## src/rtl/cop_sysctl_pkg.sv

```systemverilog
package cop_sysctl_pkg;

  typedef enum logic [3:0] {
    SEL_NONE, SEL_ID, SEL_CTYPE, SEL_CTRL, SEL_AUX, SEL_TTB, SEL_DAC,
    SEL_FSR, SEL_FAR, SEL_CACHEOP, SEL_TLBOP, SEL_PID, SEL_CPAR
  } csel_e;

  localparam int CTRL_MMU_BIT    = 0;
  localparam int CTRL_ALIGN_BIT  = 1;
  localparam int CTRL_DCACHE_BIT = 2;
  localparam int CTRL_WBUF_BIT   = 3;
  localparam int CTRL_BIG_BIT    = 7;
  localparam int CTRL_ICACHE_BIT = 12;

  // full-width plain storage slots
  localparam int N_PLAIN = 5;

  function automatic int plain_slot(csel_e s);
    case (s)
      SEL_AUX:  return 0;
      SEL_DAC:  return 1;
      SEL_FAR:  return 2;
      SEL_PID:  return 3;
      SEL_CPAR: return 4;
      default:  return -1;
    endcase
  endfunction

endpackage

```

## src/rtl/cop_decode.sv

```systemverilog
module cop_decode
  import cop_sysctl_pkg::*;
(
  input  logic       is_write,
  input  logic [2:0] op1,
  input  logic [2:0] op2,
  input  logic [3:0] crn,
  input  logic [3:0] crm,
  output csel_e      sel,
  output logic       bad
);

  always_comb begin
    sel = SEL_NONE;
    bad = 1'b0;
    if (op1 != 3'd0) begin
      bad = 1'b1;
    end else begin
      case (crn)
        4'd0: begin
          if (op2 == 3'd0)      sel = SEL_ID;
          else if (op2 == 3'd1) sel = SEL_CTYPE;
          else                  bad = 1'b1;
        end
        4'd1: begin
          if (op2 == 3'd0)      sel = SEL_CTRL;
          else if (op2 == 3'd1) sel = SEL_AUX;
          else                  bad = 1'b1;
        end
        4'd2: sel = SEL_TTB;
        4'd3: sel = SEL_DAC;
        4'd5: sel = SEL_FSR;
        4'd6: sel = SEL_FAR;
        4'd7: begin
          if (is_write) sel = SEL_CACHEOP;
          else          bad = 1'b1;
        end
        4'd8: begin
          if (is_write) sel = SEL_TLBOP;
          else          bad = 1'b1;
        end
        4'd13: begin
          if (op2 == 3'd0 && crm == 4'd0) sel = SEL_PID;
          else                            bad = 1'b1;
        end
        4'd15: begin
          if (crm == 4'd1) sel = SEL_CPAR;
          else             bad = 1'b1;
        end
        default: bad = 1'b1;
      endcase
    end
  end

endmodule

```

## src/rtl/cop_regbank.sv

```systemverilog
module cop_regbank
  import cop_sysctl_pkg::*;
#(
  parameter int          DW          = 32,
  parameter int          TTB_LSB     = 14,
  parameter int          FSR_W       = 8,
  parameter logic [31:0] ID_VALUE    = 32'h4A10_2F31,
  parameter logic [31:0] CTYPE_VALUE = 32'h0B17_2192
) (
  input  logic          clk,
  input  logic          rst,
  input  logic          we,
  input  csel_e         sel,
  input  logic [DW-1:0] wdata,
  output logic [DW-1:0] rdata,
  output logic [DW-1:0] ctrl_q,
  output logic          big_change
);

  localparam int TTB_HI_W = DW - TTB_LSB;

  logic [TTB_HI_W-1:0] ttb_hi;
  logic [FSR_W-1:0]    fsr_q;
  logic [DW-1:0]       plain_q [N_PLAIN];

  assign big_change = (sel == SEL_CTRL) && (wdata[CTRL_BIG_BIT] != ctrl_q[CTRL_BIG_BIT]);

  always_ff @(posedge clk) begin
    if (rst) begin
      ctrl_q <= '0;
      ttb_hi <= '0;
      fsr_q  <= '0;
    end else if (we) begin
      case (sel)
        SEL_CTRL: ctrl_q <= wdata;
        SEL_TTB:  ttb_hi <= wdata[DW-1:TTB_LSB];
        SEL_FSR:  fsr_q  <= wdata[FSR_W-1:0];
        default: ;
      endcase
    end
  end

  for (genvar i = 0; i < N_PLAIN; i++) begin : g_plain
    always_ff @(posedge clk) begin
      if (rst)                                plain_q[i] <= '0;
      else if (we && plain_slot(sel) == i)    plain_q[i] <= wdata;
    end
  end

  always_comb begin
    case (sel)
      SEL_ID:    rdata = ID_VALUE[DW-1:0];
      SEL_CTYPE: rdata = CTYPE_VALUE[DW-1:0];
      SEL_CTRL:  rdata = ctrl_q;
      SEL_TTB:   rdata = {ttb_hi, {TTB_LSB{1'b0}}};
      SEL_FSR:   rdata = {{(DW-FSR_W){1'b0}}, fsr_q};
      SEL_AUX:   rdata = plain_q[0];
      SEL_DAC:   rdata = plain_q[1];
      SEL_FAR:   rdata = plain_q[2];
      SEL_PID:   rdata = plain_q[3];
      SEL_CPAR:  rdata = plain_q[4];
      default:   rdata = '0;
    endcase
  end

endmodule

```

## src/rtl/cop_sysctl_regs.sv

```systemverilog
module cop_sysctl_regs
  import cop_sysctl_pkg::*;
#(
  parameter int          DW          = 32,
  parameter int          TTB_LSB     = 14,
  parameter int          FSR_W       = 8,
  parameter logic [31:0] ID_VALUE    = 32'h4A10_2F31,
  parameter logic [31:0] CTYPE_VALUE = 32'h0B17_2192
) (
  input  logic          clk,
  input  logic          rst,
  input  logic          req_valid,
  input  logic          req_write,
  input  logic [2:0]    req_op1,
  input  logic [2:0]    req_op2,
  input  logic [3:0]    req_crn,
  input  logic [3:0]    req_crm,
  input  logic [DW-1:0] req_wdata,
  output logic          rsp_valid,
  output logic [DW-1:0] rsp_rdata,
  output logic          rsp_err,
  output logic          rsp_warn,
  output logic          mmu_en,
  output logic          align_en,
  output logic          dcache_en,
  output logic          wbuf_en,
  output logic          icache_en,
  output logic          inv_all,
  output logic          inv_addr_pulse,
  output logic [DW-1:0] inv_addr
);

  csel_e         sel;
  logic          bad;
  logic          big_change;
  logic          err_now;
  logic          acc_ok;
  logic [DW-1:0] rd_mux;
  logic [DW-1:0] ctrl_q;

  cop_decode u_dec (
    .is_write (req_write),
    .op1      (req_op1),
    .op2      (req_op2),
    .crn      (req_crn),
    .crm      (req_crm),
    .sel      (sel),
    .bad      (bad)
  );

  assign err_now = bad || (req_write && big_change);
  assign acc_ok  = req_valid && !err_now;

  cop_regbank #(
    .DW(DW), .TTB_LSB(TTB_LSB), .FSR_W(FSR_W),
    .ID_VALUE(ID_VALUE), .CTYPE_VALUE(CTYPE_VALUE)
  ) u_bank (
    .clk        (clk),
    .rst        (rst),
    .we         (acc_ok && req_write),
    .sel        (sel),
    .wdata      (req_wdata),
    .rdata      (rd_mux),
    .ctrl_q     (ctrl_q),
    .big_change (big_change)
  );

  always_ff @(posedge clk) begin
    if (rst) begin
      rsp_valid      <= 1'b0;
      rsp_rdata      <= '0;
      rsp_err        <= 1'b0;
      rsp_warn       <= 1'b0;
      inv_all        <= 1'b0;
      inv_addr_pulse <= 1'b0;
      inv_addr       <= '0;
    end else begin
      rsp_valid      <= req_valid;
      rsp_err        <= req_valid && err_now;
      rsp_rdata      <= (acc_ok && !req_write) ? rd_mux : '0;
      rsp_warn       <= acc_ok && req_write && (sel == SEL_TTB) &&
                        (|req_wdata[TTB_LSB-1:0]);
      inv_all        <= acc_ok && req_write && (sel == SEL_TLBOP) && (req_op2 == 3'd0);
      inv_addr_pulse <= acc_ok && req_write && (sel == SEL_TLBOP) && (req_op2 != 3'd0);
      inv_addr       <= (acc_ok && req_write && (sel == SEL_TLBOP) && (req_op2 != 3'd0))
                        ? req_wdata : '0;
    end
  end

  assign mmu_en    = ctrl_q[CTRL_MMU_BIT];
  assign align_en  = ctrl_q[CTRL_ALIGN_BIT];
  assign dcache_en = ctrl_q[CTRL_DCACHE_BIT];
  assign wbuf_en   = ctrl_q[CTRL_WBUF_BIT];
  assign icache_en = ctrl_q[CTRL_ICACHE_BIT];

  // response follows request by exactly one cycle
  p_rsp_follows_req_r2: assert property (@(posedge clk) disable iff (rst)
    req_valid |=> rsp_valid);
  p_no_spurious_rsp_r2: assert property (@(posedge clk) disable iff (rst)
    !req_valid |=> !rsp_valid);
  // nonzero first opcode is always flagged
  p_op1_err_r3: assert property (@(posedge clk) disable iff (rst)
    (req_valid && req_op1 != 3'd0) |=> rsp_err);
  // byte-order change is rejected and enables hold
  p_big_reject_r7: assert property (@(posedge clk) disable iff (rst)
    (req_valid && req_write && req_op1 == 3'd0 && req_crn == 4'd1 &&
     req_op2 == 3'd0 && req_wdata[CTRL_BIG_BIT] != ctrl_q[CTRL_BIG_BIT])
    |=> rsp_err && $stable(mmu_en) && $stable(icache_en));
  // reading a maintenance index is an error
  p_wo_read_err_r11: assert property (@(posedge clk) disable iff (rst)
    (req_valid && !req_write && (req_crn == 4'd7 || req_crn == 4'd8)) |=> rsp_err);
  // at most one invalidate pulse, only with a response
  p_inv_onehot_r12: assert property (@(posedge clk) disable iff (rst)
    $onehot0({inv_all, inv_addr_pulse}));
  p_inv_with_rsp_r12: assert property (@(posedge clk) disable iff (rst)
    (inv_all || inv_addr_pulse) |-> (rsp_valid && !rsp_err));

endmodule

```

## config.mk

```make
export PLATFORM = sky130hd
export DESIGN_NAME = cop_sysctl_regs
export DESIGN_NICKNAME = d
export VERILOG_FILES = /design/src/rtl/cop_sysctl_pkg.sv /design/src/rtl/cop_decode.sv /design/src/rtl/cop_regbank.sv /design/src/rtl/cop_sysctl_regs.sv
export SDC_FILE = /design/constraint.sdc
export NUM_CORES = 1
export LEC_CHECK = 0
export BUFFER_PORTS_ARGS = -buffer_cell sky130_fd_sc_hd__buf_2
export CAP_MARGIN = 20
export CELL_PAD_IN_SITES_DETAIL_PLACEMENT = 1
export CELL_PAD_IN_SITES_GLOBAL_PLACEMENT = 1
export CORE_UTILIZATION = 43
export DETAILED_ROUTE_END_ITERATION = 12
export PLACE_DENSITY_LB_ADDON = 0.1
export SLEW_MARGIN = 20
export SYNTH_ARGS = -nofsm -noshare
export SYNTH_HDL_FRONTEND = slang
export SYNTH_SLANG_ARGS = --single-unit
export TNS_END_PERCENT = 1
```

## constraint.sdc

```tcl
create_clock -name clk -period 3.1 [get_ports clk]
set_input_delay 0.31 -clock clk [delete_from_list [all_inputs] [get_ports clk]]
set_output_delay 0.31 -clock clk [all_outputs]
set_load 0.05 [all_outputs]
```

### After elaboration in Yosys (flattened, before gate mapping)

Memories as Yosys holds them, arrays and structs flattened.
Cells that the tools add are included.

| operators by class | value |
|---|---|
| $add $sub $neg | 0 |
| shifts and indexed selects | 0 |
| eq/ne operators | 27 |
| bitwise logic cells | 7 |
| multiply operators | 0 |
| divide/modulo/power cells | 0 |
| reductions and logical operators | 35 |
| muxes and demuxes | 42 |
| $lt $le $gt $ge | 0 |

Operators by type and width:

| kind | number |
|---|---|
| $pmux W32 S10 | 1 |
| $mux W32 | 6 |
| $pmux W32 S5 | 1 |
| $eq A32 B3 Y1 const B | 2 |
| $pmux W4 S10 | 1 |
| $eq A32 B2 Y1 const B | 1 |
| $eq A32 B4 Y1 const B | 1 |
| $logic_not A32 Y1 | 1 |
| $eq A4 B3 Y1 const B | 7 |
| $eq A4 B4 Y1 const B | 7 |
| $mux W4 | 7 |
| $mux W1 | 23 |
| $logic_and A1 B1 Y1 | 17 |
| $eq A4 B2 Y1 const B | 4 |
| $reduce_or A14 Y1 | 1 |
| $eq A4 B1 Y1 const B | 3 |
| $logic_not A4 Y1 | 2 |
| $reduce_or A2 Y1 | 4 |
| $reduce_and A2 Y1 | 3 |
| $reduce_bool A3 Y1 | 2 |
| $or A1 B1 Y1 | 5 |
| $pmux W1 S5 | 1 |
| $reduce_or A4 Y1 | 1 |
| $eq A3 B1 Y1 const B | 1 |
| other kinds (7) | 9 |

| storage, ports and cells | value |
|---|---|
| bits in latches | 0 |
| memories kept | 1 |
| output and inout port bits | 74 |
| memory bits (writable) | 160 |
| register bits | 127 |
| ROM bits | 0 |

Memories:

| memory | words | width | read ports | clocked after Yosys merged registers in | write ports | line | source |
|---|---|---|---|---|---|---|---|
| u_bank.plain_q | 5 | 32 | 5 | 0 | 5 | cop_regbank.sv:24 | `logic [DW-1:0] plain_q [N_PLAIN];` |

### Logic depth before layout (Yosys ltp)

Gate-level depths: netlist (run 1).

| logic depth | value |
|---|---|
| depth in word-level cells | 17 |
| mapped depth | 9 |
| gate-level depth less buffers | 6 |

### Cells and area by module

A second synthesis (run 1) with hierarchy kept.

| unflattened totals | value |
|---|---|
| cells, all modules | 1084 |
| area, all modules | 12236.7 µm² |

Modules (own cells, without submodules):

| module | cells an instance | area each (µm²) | instances |
|---|---|---|---|
| cop_regbank | 873 | 9939.5 | 1 |
| cop_sysctl_regs | 158 | 1986.9 | 1 |
| cop_decode | 53 | 310.3 | 1 |

### Least setup slack after synthesis (run 1)

No wires, ideal clock.

| timing path | value |
|---|---|
| path type | input-to-reg |
| from | input port req_op1[1] |
| to | memory u_bank.plain_q[0][0], enable pin |
| data required time | 2.723 ns |
| slack | 0.097 ns |
| cell stages on the path | 6 |
| library setup time | 0.377 ns |
| buffers on the path | 1 |
| data arrival time | 2.627 ns |
| cell sequence | or3_1 > a211oi_2 > o31ai_2 > nor4_4 > clkbuf_1 > a31o_2 |

RTL lines:

| item | line | source |
|---|---|---|
| start: declaration | cop_sysctl_regs.sv:14 | `input logic [2:0] req_op1,` |
| end: declaration | cop_regbank.sv:24 |  |

==> out/metrics.cfg, run 1 <==
[sta]
setup_viol=0
hold_violations=0
worst_pin_slew_ps=772.8
maxSlewViolCount=0
period_needed_ps=2479
relSlewSlack_pct=48.00
fmax_ghz=0.4033
grt_setup_unrepaired=false
period_share_pct=79.98
clock_skew_ps=10.41
final.setup.tns_ps=0

[route]
via_count=8962
wl_met2_mm=17.15
wl_met1_mm=15.91
wl_per_cell_um=23.72
drtIter0Drc=657
antenna_left=0
wirelength_mm=35.94
dr.max_layer_used=met4
drc=0
firstDrtPassIters=7
wl_met3_mm=2.102
vias_per_cell=5.916

[pwr]
leakagePower_nw=5.161
powerDensity_nw_per_um2=550.2
ir_drop_mv=0.4536
power_mw=7.866

[placement]
dp_hpwl_mm=22.99
place_congestion=0.7827
io_buffer_count=123

[clock_network]
h-tree-depth=1
cts.sinks=287
cts_root_buffer=clkbuf_16
cts_tree=built
clk_latency_ps=560
cts_max_path_buffers=3
cts_buffers=30
hold_buffers=0
cts.repair.resized=0
postCtsSetupBuffers=0
clk_pin_slew_ps=60

[die]
core-area_um2=27030
ios=124
design.die.area_um2=28370
fp-row-count=60
die-width_um=168.4
start_util_pct=44.06
die_y_um=168.4

[flow_run]
maxCapViolCount=0

[logic_synthesis]
yosysWarnings=0
synth_cells=1000
ys_top_cells_by_area=edfxtp_1, dfxtp_1, and2_1
synth.yosys.seq_area_share_pct=61.69
synth_area_um2=11910
ys_types=59
synth_largest_area_cell=edfxtp_1
synth_nets=1050
netlist.area_leader.share_pct=40.34
avgSynthCellArea_um2=11.91
synth_edf_count=160
ys_ff_latch=287
yosys_most_used_dff=edfxtp_1
async_reset_ff_share_pct=0

[grt]
overflow=0
track_usage_pct=25.54
grt_pass1_vias=9065
grt_first_pass_wirelength_mm=55.13
grt_max_degree=35
antenna_found_initial=0

[critical_path]
path_class=input port to flop
critPathLaunchType=input port
startpoint=req_crn[1]
rr_startpoint=u_bank.ctrl_q[7]$_SDFFE_PP0P_
cp-end-kind=flop
cp.required_ps=3400
path_max_fanout=27
worstPathArrival_ps=2780

[worst_hold_path]
min_from=req_wdata[21]
hp-class=input port to flop

[final_layout]
fillCellCount=2863
drive_gt1_share_pct=24.45
fin_nets=1200
diodes=0
multi_input_area_um2=4244
syn_to_final_growth_pct=20.05
regArea_um2=7347

[run_status]
status=completed

-- power breakdown --
| group | leakage, nW | switching [mW] | internal, mW |
|---|---|---|---|
| logic | 2.16 | 0.240 | 0.116 |
| registers | 2.54 | 0.0324 | 4.11 |
| clock network | 0.458 | 1.47 | 1.89 |
-- layout by cell type (no fill, tap or decap), types with 6 or more instances in the layout --
cell type,instances
and2_1,193
edfxtp_1,160
dfxtp_1,127
buf_2,123
buf_4,63
o21ai_0,54
a21oi_1,53
nand4_1,51
nand2_1,35
clkbuf_16,30
a22oi_1,28
a31oi_1,27
a222oi_1,22
nand2b_1,19
mux2_2,16
buf_12,13
a22o_1,12
clkbuf_1,10
mux2i_1,8
a221oi_1,8
clkinv_2,7
nor2_1,6
nor4_1,6
a211oi_1,6
-- layout make-up --
cell class              count  area share [%]
repair buffers            199           9.435
well taps                 341           2.984
clock inverters            11          0.4901
clock buffers              45           5.934
flip-flops and latches    287           51.39
inverters                   3         0.07877
multi-input cells         629           29.69
-- registers in the layout, summed over array words and instances (netlist names) --
register,flops
u_bank.ttb_hi,18
u_bank.fsr_q,8
rsp_rdata,32
inv_addr_pulse,1
rsp_err,1
u_bank.ctrl_q,32
u_bank.plain_q,160
rsp_valid,1
inv_all,1
inv_addr,32
rsp_warn,1
-- stage by stage --
| step | cell area [um^2] | utilization (%) | hold slack, ps | cells | worst slack, ps |
|---|---|---|---|---|---|
| 3_3_place_gp | 13380 | 49.50 | 455.0 | 1459 | 134.4 |
| 5_1_grt | 14300 | 52.90 | 62.39 | 1515 | 514.0 |
| 6_report | 14300 | 52.90 | 65.24 | 1515 | 620.7 |
| 2_1_floorplan | 11910 | - | 431.7 | 1000 | 96.77 |
| 4_1_cts | 14300 | 52.90 | 45.55 | 1515 | 632.8 |
| 3_5_place_dp | 13380 | 49.50 | 468.0 | 1459 | 51.08 |
-- final timing paths --
path	slack (ps)	depth (start not counted)	endpoint
setup / recovery	620	8	u_bank.plain_q[4][22]$_SDFFCE_PN0P_
hold / removal	70	2	inv_addr[21]$_SDFF_PP0_
setup reg to reg	820	6	u_bank.plain_q[4][22]$_SDFFCE_PN0P_
hold reg to reg	470	2	u_bank.ctrl_q[16]$_SDFFE_PP0P_
-- cells in the mapped netlist, drive strengths merged, types with 2 or more instances --
cell	instances
nor4	11
a221oi	8
a22o	12
a21oi	53
a31oi	27
mux2i	8
and3b	2
buf	34
nand3b	2
a211o	5
or4	3
edfxtp	160
and4	2
nor2	9
a211oi	7
nor4b	2
nor3	7
a21o	4
and2	194
nand2	35
nor3b	4
xnor2	2
nor2b	2
a41oi	5
nand3	5
clkbuf	47
o211ai	4
nand2b	19
nand4	51
a31o	5
mux2	16
dfxtp	127
and4b	5
or3	5
o21ai	55
o21a	2
inv	3
a222oi	22
a22oi	28
-- cells by family (layout without fill, tap and decap cells) --
group / Yosys count / after routing / synth area share, %
XOR/XNOR: 2 / 2 / 0.1471
flip-flops: 287 / 287 / 61.69
buffers and inverters: 84 / 258 / 3.078
multiplexers: 24 / 24 / 2.185
AND/OR/NAND/NOR: 361 / 361 / 19.00
AO/OA/AOI/OAI: 242 / 242 / 13.90
-- critical path, cell delays in order --
cell and delay, ps:
buf_2 170, mux2_2 370, a211o_1 340, nor4_1 460, nand3_2 320, buf_4 280
a31o_2 300, buf_12 200
-- layer usage --
| metal | vias up | track usage (%) |
|---|---|---|
| met2 | 310 | 42.81 |
| met1 | 4538 | 34.58 |
| met3 | 52 | 3.832 |
| met5 | - | 0 |
| met4 | 0 | 6.640 |
| li1 | 4062 | - |
(Power assumes the default switching activity.)
==> inputs of run 2 (changes only) <==
- CORE_UTILIZATION: 43 -> 47
- clock period: 3.1 -> 2.42 ns (I/O delays scaled with it)
==> run 2 against run 1 <==
Setup slack lost 420 ps. Utilization grew 9.9 points. Critical path type is now flop to flop. First-iteration DRC count grew 19%. Cell area grew 8.2%. Clock power grew 53%. Critical endpoint is now u_bank.plain_q[3][23]$_SDFFCE_PN0P_. Via count grew 6.7%. Power grew 40%. Global-route usage grew 5.0 points. Highest routed layer unchanged. Wire length grew 9.0%. Worst hold slack lost 61 ps. Sequential share of layout area shrank 3.9 points. Clock skew grew 8.4 ps.
==> out/metrics.cfg, run 2 (synthesized netlist as in run 1, its figures left out) <==
[critical_path]
path_class=flop to flop
slowest_stage=nor3b_1
cp.depth=6  ; -2
path_max_fanout=12  ; -56%
worstPathCellList=xnor2_1 -> nor3b_1 -> nand3_2 -> and4b_1 -> buf_4 -> and2_1
reg2reg_depth=6  ; unchanged
slowest_delay_ps=420  ; -40 ps
cp.required_ps=2740  ; -660 ps
critPathBufInv=1  ; -2
cp-end-kind=flop
worstPathArrival_ps=2540  ; -240 ps
path_delay_family=simple AND/OR/NAND/NOR gates
critPathLaunchType=flop

[route]
dr.max_layer_used=met4
firstDrtPassIters=8  ; +1
wl_met2_mm=19.45  ; +13%
vias_per_cell=6.032  ; +2.0%
wl_met3_mm=2.746  ; +31%
drc=0  ; unchanged
wl_met1_mm=15.65  ; -1.7%
drtIter0Drc=785  ; +19%
antenna_left=0  ; unchanged
wirelength_mm=39.17  ; +9.0%
wl_per_cell_um=24.71  ; +4.2%
via_count=9560  ; +6.7%

[sta]
setup_viol=0  ; unchanged
grt_setup_unrepaired=false
period_share_pct=91.81
relSlewSlack_pct=60.83  ; +13 points
clock_skew_ps=18.78  ; +8.369 ps
period_needed_ps=2222
hold_violations=0  ; unchanged
fmax_ghz=0.4501
worst_pin_slew_ps=587.6  ; -185.2 ps
final.setup.tns_ps=0  ; unchanged
maxSlewViolCount=0  ; unchanged

[pwr]
leakagePower_nw=5.774  ; +12%
powerDensity_nw_per_um2=712.1  ; +29%
ir_drop_mv=0.6444  ; +42%

[run_status]
status=completed

[grt]
grt_first_pass_wirelength_mm=59.87  ; +8.6%
grt_max_degree=52  ; +49%
antenna_found_initial=0  ; unchanged
grt_pass1_vias=10208  ; +13%
overflow=0  ; unchanged
track_usage_pct=30.55  ; +5.0 points

[die]
core-area_um2=24600  ; -9.0%
die-width_um=161.2  ; -4.3%
start_util_pct=48.40  ; +4.3 points
fp-row-count=57  ; -5.0%
design.die.area_um2=25980  ; -8.4%
die_y_um=161.2  ; -4.3%
ios=124  ; unchanged

[final_layout]
fillCellCount=2510  ; -12%
diodes=0  ; unchanged
final_common_cell=and2_1
largest_reg_flops=160  ; unchanged
syn_to_final_growth_pct=29.84
fin_nets=1286  ; +7.2%
most-common-layout-cells=and2_1, edfxtp_1, dfxtp_1, buf_2, buf_4
instances_no_fill=1585  ; +4.6%
largest_register=u_bank.plain_q
drive_gt1_share_pct=29.74  ; +5.3 points

[worst_hold_path]
holdPathStages=2  ; unchanged
hp-class=input port to flop

[placement]
dp_hpwl_mm=25.21  ; +9.6%
place_congestion=0.8366  ; +6.9%
io_buffer_count=123  ; unchanged
dp.cells=1518  ; +4.0%

[clock_network]
cts.repair.resized=0  ; unchanged
cts_buffers=31  ; +3.3%
cts_tree=built
clk_latency_ps=580  ; +20 ps
postCtsSetupBuffers=0  ; unchanged
cts_max_path_buffers=3  ; unchanged
hold_buffers=9  ; +9
clk_pin_slew_ps=60  ; about the same
h-tree-depth=1  ; unchanged
cts_root_buffer=clkbuf_16
cts.sinks=287  ; unchanged

[flow_run]
maxCapViolCount=0  ; unchanged

[run 2: changes by cell type in the layout (fill, tap and decap cells not counted), sizes merged]
cell / change
buf: +76
dlygate4sd3: +9
clkbuf: -8
bufinv: +7
clkinvlp: +3
[run 2: metrics by stage]
step	cell area (um^2)	utilization (%)	setup WS, ps	total power [mW]	hold slack [ps]
detailed placement	14270	57.99	-363.9	5.956	467.0
finish	15460	62.84	198.1	11.01	4.527
global route	15460	62.84	91.33	11.27	0.4038
floorplan	12050	-	-78.89	5.614	363.7
global placement	14270	57.99	-301.0	5.936	455.0
CTS	15460	62.84	198.7	11.06	1.670
[run 2: per-layer routing]
layer  global-route usage (%)  vias to the layer above
met5                        0                        -
met4                    13.04                        0
met3                    5.162                      100
met2                    51.94                      388
met1                    38.44                     4841
li1                         -                     4231
[run 2: power breakdown]
part	total, mW	switching [mW]	internal (mW)	leakage (nW)
sequential	5.32	0.0498	5.27	2.54
clock	5.13	1.99	3.15	0.535
combinational	0.556	0.336	0.220	2.70
total	11.0	2.37	8.64	5.77
[run 2: final timing paths]
path,start,end,slack (ps)
max reg2reg,u_bank.ctrl_q[7]$_SDFFE_PP0P_,u_bank.plain_q[3][23]$_SDFFCE_PN0P_,200
min reg2reg,u_bank.ctrl_q[31]$_SDFFE_PP0P_,u_bank.ctrl_q[31]$_SDFFE_PP0P_,470
max,u_bank.ctrl_q[7]$_SDFFE_PP0P_,u_bank.plain_q[3][23]$_SDFFCE_PN0P_,200
min,req_wdata[20],inv_addr[20]$_SDFF_PP0_,5
[run 2: area by class of cell]
type	instances	area (um^2)	share of cell area, %
inverters	3	11.26	0.07283
clock inverters	21	286.5	1.853
multi-input cells	629	4347	28.11
clock buffers	37	818.3	5.292
repair buffers	284	2247	14.53
well taps	324	405.4	2.622
flip-flops and latches	287	7347	47.52
[run 2: worst register-to-register path, delay by kind of cell, from the launching register on]
| kind | cells | cell delay (ps) |
|---|---|---|
| buffers and inverters | 1 | 200 |
| flip-flops | 1 | 330 |
| AND/OR/NAND/NOR | 4 | 1280 |
| XOR/XNOR | 1 | 160 |
